[src/rtl/i2c_ctrl_regs.sv]
module i2c_ctrl_regs #(
  parameter int NREGS = 16,
  parameter logic [6:0] DEV = 7'h12
) (
  input  logic               clk,
  input  logic               rst_n,
  input  logic               scl_i,
  input  logic               sda_i,
  output logic               sda_oe,
  output logic               ack_o,
  output logic [NREGS*8-1:0] regs_o
);
  localparam int AW = (NREGS > 1) ? $clog2(NREGS) : 1;
  localparam logic [8:0] LIMIT = 9'(NREGS);

  typedef enum logic [2:0] {IDLE, ADDR, SUB, WDATA, RDATA, IGNORE} st_t;

  st_t        st;
  logic [2:0] scl_q, sda_q;
  logic [3:0] cnt;
  logic [7:0] sh, tx, ptr;
  logic       mack;
  logic [7:0] regs [NREGS];

  wire scl_s = scl_q[1];
  wire sda_s = sda_q[1];
  wire scl_rise = scl_q[1] & ~scl_q[2];
  wire scl_fall = ~scl_q[1] & scl_q[2];
  wire start = scl_s & scl_q[2] & ~sda_q[1] & sda_q[2];
  wire stop  = scl_s & scl_q[2] & sda_q[1] & ~sda_q[2];
  wire in_rng = {1'b0, ptr} < LIMIT;
  wire [7:0] rd = in_rng ? regs[ptr[AW-1:0]] : 8'h00;

  assign ack_o = sda_oe;

  for (genvar k = 0; k < NREGS; k++) begin : g_out
    assign regs_o[k*8 +: 8] = regs[k];
  end

  always_ff @(posedge clk or negedge rst_n) begin
    if (!rst_n) begin
      scl_q <= '1;
      sda_q <= '1;
      st <= IDLE;
      cnt <= '0;
      sh <= '0;
      tx <= '0;
      ptr <= '0;
      mack <= 1'b0;
      sda_oe <= 1'b0;
      for (int k = 0; k < NREGS; k++) regs[k] <= '0;
    end else begin
      scl_q <= {scl_q[1:0], scl_i};
      sda_q <= {sda_q[1:0], sda_i};
      if (start) begin
        st <= ADDR;
        cnt <= '0;
        sda_oe <= 1'b0;
      end else if (stop) begin
        st <= IDLE;
        cnt <= '0;
        sda_oe <= 1'b0;
      end else if (st != IDLE && st != IGNORE) begin
        if (scl_rise) begin
          if (cnt < 4'd8) begin
            sh <= {sh[6:0], sda_s};
            cnt <= cnt + 4'd1;
          end else if (cnt == 4'd8) begin
            mack <= ~sda_s;
            cnt <= 4'd9;
          end
        end else if (scl_fall) begin
          if (cnt == 4'd8) begin
            case (st)
              ADDR: begin
                if (sh == {DEV, 1'b0}) begin st <= SUB; sda_oe <= 1'b1; end
                else if (sh == {DEV, 1'b1}) begin st <= RDATA; sda_oe <= 1'b1; end
                else st <= IGNORE;
              end
              SUB: begin
                ptr <= sh;
                st <= WDATA;
                sda_oe <= 1'b1;
              end
              WDATA: begin
                if (in_rng) begin
                  regs[ptr[AW-1:0]] <= sh;
                  ptr <= ptr + 8'd1;
                  sda_oe <= 1'b1;
                end
              end
              default: sda_oe <= 1'b0;
            endcase
          end else if (cnt == 4'd9) begin
            sda_oe <= 1'b0;
            cnt <= '0;
            if (st == RDATA) begin
              if (mack) begin
                tx <= rd;
                ptr <= ptr + 8'd1;
                sda_oe <= ~rd[7];
              end else begin
                st <= IGNORE;
              end
            end
          end else if (st == RDATA && cnt != 4'd0) begin
            tx <= {tx[6:0], 1'b0};
            sda_oe <= ~tx[6];
          end
        end
      end
    end
  end

  p_oe_scl_low_r12: assert property (@(posedge clk) disable iff (!rst_n)
    !$stable(sda_oe) |-> !scl_s);

  p_regs_on_fall_r10: assert property (@(posedge clk) disable iff (!rst_n)
    !$stable(regs_o) |-> $past(scl_fall));

  p_write_acked_r4: assert property (@(posedge clk) disable iff (!rst_n)
    !$stable(regs_o) |-> sda_oe);

  p_quiet_r8: assert property (@(posedge clk) disable iff (!rst_n)
    (st == IDLE || st == IGNORE) |-> !sda_oe);

  p_nack_release_r8: assert property (@(posedge clk) disable iff (!rst_n)
    (st == RDATA && scl_fall && cnt == 4'd9 && !mack && !start && !stop) |=> !sda_oe);
endmodule

[config.mk]
export PLATFORM = sky130hd
export DESIGN_NAME = i2c_ctrl_regs
export DESIGN_NICKNAME = d
export VERILOG_FILES = /design/src/rtl/i2c_ctrl_regs.sv
export SDC_FILE = /design/constraint.sdc
export NUM_CORES = 1
export LEC_CHECK = 0
export BUFFER_PORTS_ARGS = -buffer_cell sky130_fd_sc_hd__buf_2
export CAP_MARGIN = 20
export CORE_MARGIN = 5
export CORE_UTILIZATION = 50
export DETAILED_ROUTE_END_ITERATION = 6
export GPL_TIMING_DRIVEN = 1
export PLACE_DENSITY_LB_ADDON = 0.3
export REMOVE_ABC_BUFFERS = 1
export SYNTH_ARGS = -nofsm -noshare
export SYNTH_HDL_FRONTEND = slang
export SYNTH_SLANG_ARGS = --single-unit
[constraint.sdc]
create_clock -name clk -period 3.1 [get_ports clk]
set_input_delay 0.155 -clock clk [delete_from_list [all_inputs] [get_ports clk]]
set_output_delay 0.155 -clock clk [all_outputs]
set_load 0.02 [all_outputs]
# == Word-level counts from Yosys, hierarchy flattened ==
# Cells that the tools add are included.
# classes
addsub,2
n_lt_le_gt_ge,4
n_eq_ne,20
mux,52
bitwise_logic,19
reduce_logical,24
# ops
op,n
bitwise mux 128 bit,1
2-to-1 mux 8 bit,9
2-to-1 mux 4 bit,9
binary-select mux 8 bit (select 4 bit),1
demux 8 bit (select 4 bit),1
2-to-1 mux 3 bit,10
2-to-1 mux 7 bit,4
nonzero test 4 bit,5
"== test 8 x 6 -> 1 bit, second input constant",2
case mux 8 bit (2 select lines),1
2-to-1 mux 1 bit,14
AND reduction 6 bit,2
inverter 1 bit,11
AND reduction 10 bit,1
AND reduction 5 bit,2
AND reduction 9 bit,1
nonzero test 3 bit,3
"adder 8 x 1 -> 8 bit, second input constant",1
"== test 4 bit, second input constant",2
"less-than comparator 8 x 5 -> 1 bit, second input constant",1
AND reduction 8 bit,1
nonzero test 2 bit,4
bitwise AND 1 bit,7
AND reduction 7 bit,1
other kinds (22),27
# totals
regBits,166
inputBits,4
out_inout_bits,130

# == Longest topological paths before layout ==
# depth
depth_word,15
mapped_depth,10

# == Worst setup path after synthesis ==
# OpenSTA, ideal clock, no wires.
# synth_timing
path_kind,flip-flop to flip-flop
from,register cnt[0]
to,"register regs, in the netlist regs_o[88]"
setup_ns,0.128
arrival_time_ns,2.180
slack_ns,0.792
stages_incl_launch_ff,10
n_path_buf,1
synth_period_minus_slack_ns,2.308
path_cell_list,dfrtp_1 -> inv_1 -> ha_1 -> and3b_1 -> buf_4 -> and3_4 -> nand4_4 -> nor3b_4 -> nand2_4 -> mux2_1
# synth_via
elab_chain_cells,2
# synth_lines
element,line_no,rtl
from (decl),20,logic [3:0] cnt;
from (signal assigned),67,cnt <= cnt + 4'd1;
== test 4 bit,73,if (cnt == 4'd8) begin
AND reduction 8 bit (no source line),-,
"to (signal, indexed assignment)",87,regs[ptr[AW-1:0]] <= sh;
to (decl),23,logic [7:0] regs [NREGS];
# No other way between the ends.
# A chain may end at the register's enable or synchronous reset.

# == Worst setup path after layout ==
# layout_timing
from,register cnt[0]
to,"register regs, in the netlist regs_o[63]"
# Same word-level chain as after synthesis.

==> out/results.ini <==
[timing]
rsz0062_at_grt=no
slew_viol_final=0
worst_slack_ns=0.336
period_share_pct=89.2
whs_ns=0.331
slew_headroom_pct=43.8
worstMarginPinSlew_ns=0.842
hold_viol=0
fmax_mhz=362
fin_skew_ns=0.00910
timing.setup.tns_ns=0
period_needed_ns=2.76
setup_viol=0

[critical_path]
path_cells=inv_1 -> ha_1 -> and3b_1 -> and3_4 -> and4_1 -> nand3_2 -> mux2_2
worstPathArrival_ns=3.06
max_stage_delay_ns=0.50
cp-end-kind=flop
crit_required_ns=3.40
crit_cells=7
cp_max_fo=8
cp_num_buf_inv=1
r2r_cells=7
worst_setup_path_start_kind=flop
criticalPathCategory=reg -> reg
cp_top_family=simple AND/OR/NAND/NOR gates
cp_slowest_cell=and4_1

[logic_synthesis]
yosys-top-cells-count=160 x dfrtp_1, 127 x mux2_2, 33 x nand2_1
syn_avg_cell_area_um2=13.4
yosys-top-cells-area=dfrtp_1 50%, mux2_2 18%, mux4_2 8.4%, dfstp_2 2.0%, a22oi_1 1.9%
synth_edf_count=0
ys_async_sr_fraction_pct=100
yosysUniqueCellTypes=62
ys_seq_area_share_pct=51.9
syn_area_um2=8020
synth_cells=599
synth_top_flop_cell=dfrtp_1
synth_seq_cells=166
yosys_warnings=0
yosysTopAreaCell=dfrtp_1
yosysMostFrequentCell=dfrtp_1
synth.top_cell.area_share_pct=49.9

[global_routing]
overflow=0
grt_use_total_pct=24.1
grt_max_degree=81
first_global_vias=5940
antenna_found_initial=0
grt_pass1_wl_mm=34.1

[detailed_routing]
wl_mm=21.5
drc=0
first_pass_iters=5
antenna_left=0
vias=5677
wl_per_cell_um=22.4
vias_per_cell=5.93
drt_iter0_drc=367

[die]
io_pins=134
rows=46
chipHeight_um=137
die_w_um=137
coreArea_um2=15800
start_util_pct=50.7
dieArea_um2=18700

[layout]
regArea_um2=4160
diodes=0
num-nets-final=743
layout-drive-gt1-share_pct=48.8
multi_input_area_um2=3630
area_delta_synth_final_pct=19.4
n_fill_cell=1242
finalInstanceArea_um2=9580

[clocking]
cts_max_path_buffers=2
cts_sinks=166
clk_pin_slew_ns=0.06
htree_levels=4
clk_latency_ns=0.42
cts_root_buffer=clkbuf_16
cts_made_buffers=17
cts_tree=yes

[power]
vdd_drop_max_v=0.000360
powerDensity_nw_per_um2=476
p_leak_nw=4.99

[placed_design]
gp_congestion=1.02
io_buffers=133
placed_area_um2=8940
place_ws_ns=0.404
hpwlAfterDp_mm=14.9

[status]
status=completed

[flow_run]
drv_cap=0

[min_path]
hp-class=in -> async

per-stage QoR:
| step | utilization [%] | cells | total power (W) |
|---|---|---|---|
| floorplan | - | 555 | 0.00231 |
| global placement | 56.5 | 923 | 0.00244 |
| detailed placement | 56.5 | 923 | 0.00245 |
| CTS | 60.5 | 958 | 0.00460 |
| global route | 60.5 | 958 | 0.00471 |
| finish | 60.5 | 958 | 0.00456 |
routing by layer:
metal  wire [um]  vias to the layer above  part of all wire (%)  track usage, %
met5           0                        -                     0               0
met1        8900                     2930                    41            33.3
li1            -                     2478                     -               -
met4         407                        0                   1.9            6.10
met2       10900                      238                    51            39.0
met3        1300                       31                   6.0            5.11
area by class of cell:
| class | instances | area share [%] |
|---|---|---|
| multi-input cells | 379 | 37.9 |
| clock inverters | 8 | 1.27 |
| inverters | 10 | 0.392 |
| repair buffers | 155 | 9.08 |
| clock buffers | 24 | 5.03 |
| flip-flops and latches | 166 | 43.5 |
| well taps | 216 | 2.82 |
final timing paths:
path / startpoint / endpoint / slack, ns
worst max-delay path: cnt[0] / regs_o[63] / 0.34
worst min-delay path: rst_n / sh[7] / 0.33
worst max register to register: cnt[0] / regs_o[63] / 0.34
worst min register to register: sda_q[0] / sda_q[1] / 0.35
max in group asynchronous: rst_n / regs_o[54] / 1.90
min in group clk: sda_q[0] / sda_q[1] / 0.35
flip-flops by register name, indices dropped and copies added (netlist names):
name	count
cnt	4
scl_q	3
sda_q	3
regs_o	128
sh	8
mack	1
ptr	8
tx	7
st	3
ack_o	1
layout by cell type (no fill, tap or decap), types with 4 or more instances in the layout:
| master | count |
|---|---|
| nand2_1 | 33 |
| nand3_2 | 8 |
| a22oi_1 | 20 |
| o21ai_0 | 12 |
| clkbuf_16 | 17 |
| dfstp_2 | 6 |
| dfrtp_1 | 159 |
| nor2b_1 | 6 |
| nand3_1 | 6 |
| buf_2 | 132 |
| a21oi_1 | 21 |
| mux2_1 | 9 |
| inv_1 | 10 |
| ha_1 | 10 |
| o22ai_1 | 4 |
| mux2i_1 | 4 |
| clkbuf_1 | 4 |
| nor2_1 | 21 |
| mux4_2 | 30 |
| buf_4 | 17 |
| nand4_1 | 6 |
| mux2_2 | 127 |
| nand2_4 | 4 |
power by group:
part / total, W / switching [W] / internal (W)
Combinational: 0.000176 / 0.000132 / 0.0000442
Sequential: 0.00223 / 0.0000460 / 0.00219
Clock: 0.00215 / 0.000816 / 0.00133
Total: 0.00456 / 0.000994 / 0.00356
cells by family after synthesis:
logic type	share of synthesized area [%]
AO/OA/AOI/OAI	6.89
buffers and inverters	2.81
adder cells (fa/ha/maj)	1.56
XOR/XNOR	0.328
AND/OR/NAND/NOR	8.52
flip-flops	51.9
multiplexers	28.0
what timing repair did:
action / 4_1_cts / 5_1_grt
hold buffers: 3 / 0
buffers inserted: 0 / 0
resized for setup: 0 / 0
hold endpoints to repair: 74 / 0
Power figures use the tool's default switching activity.
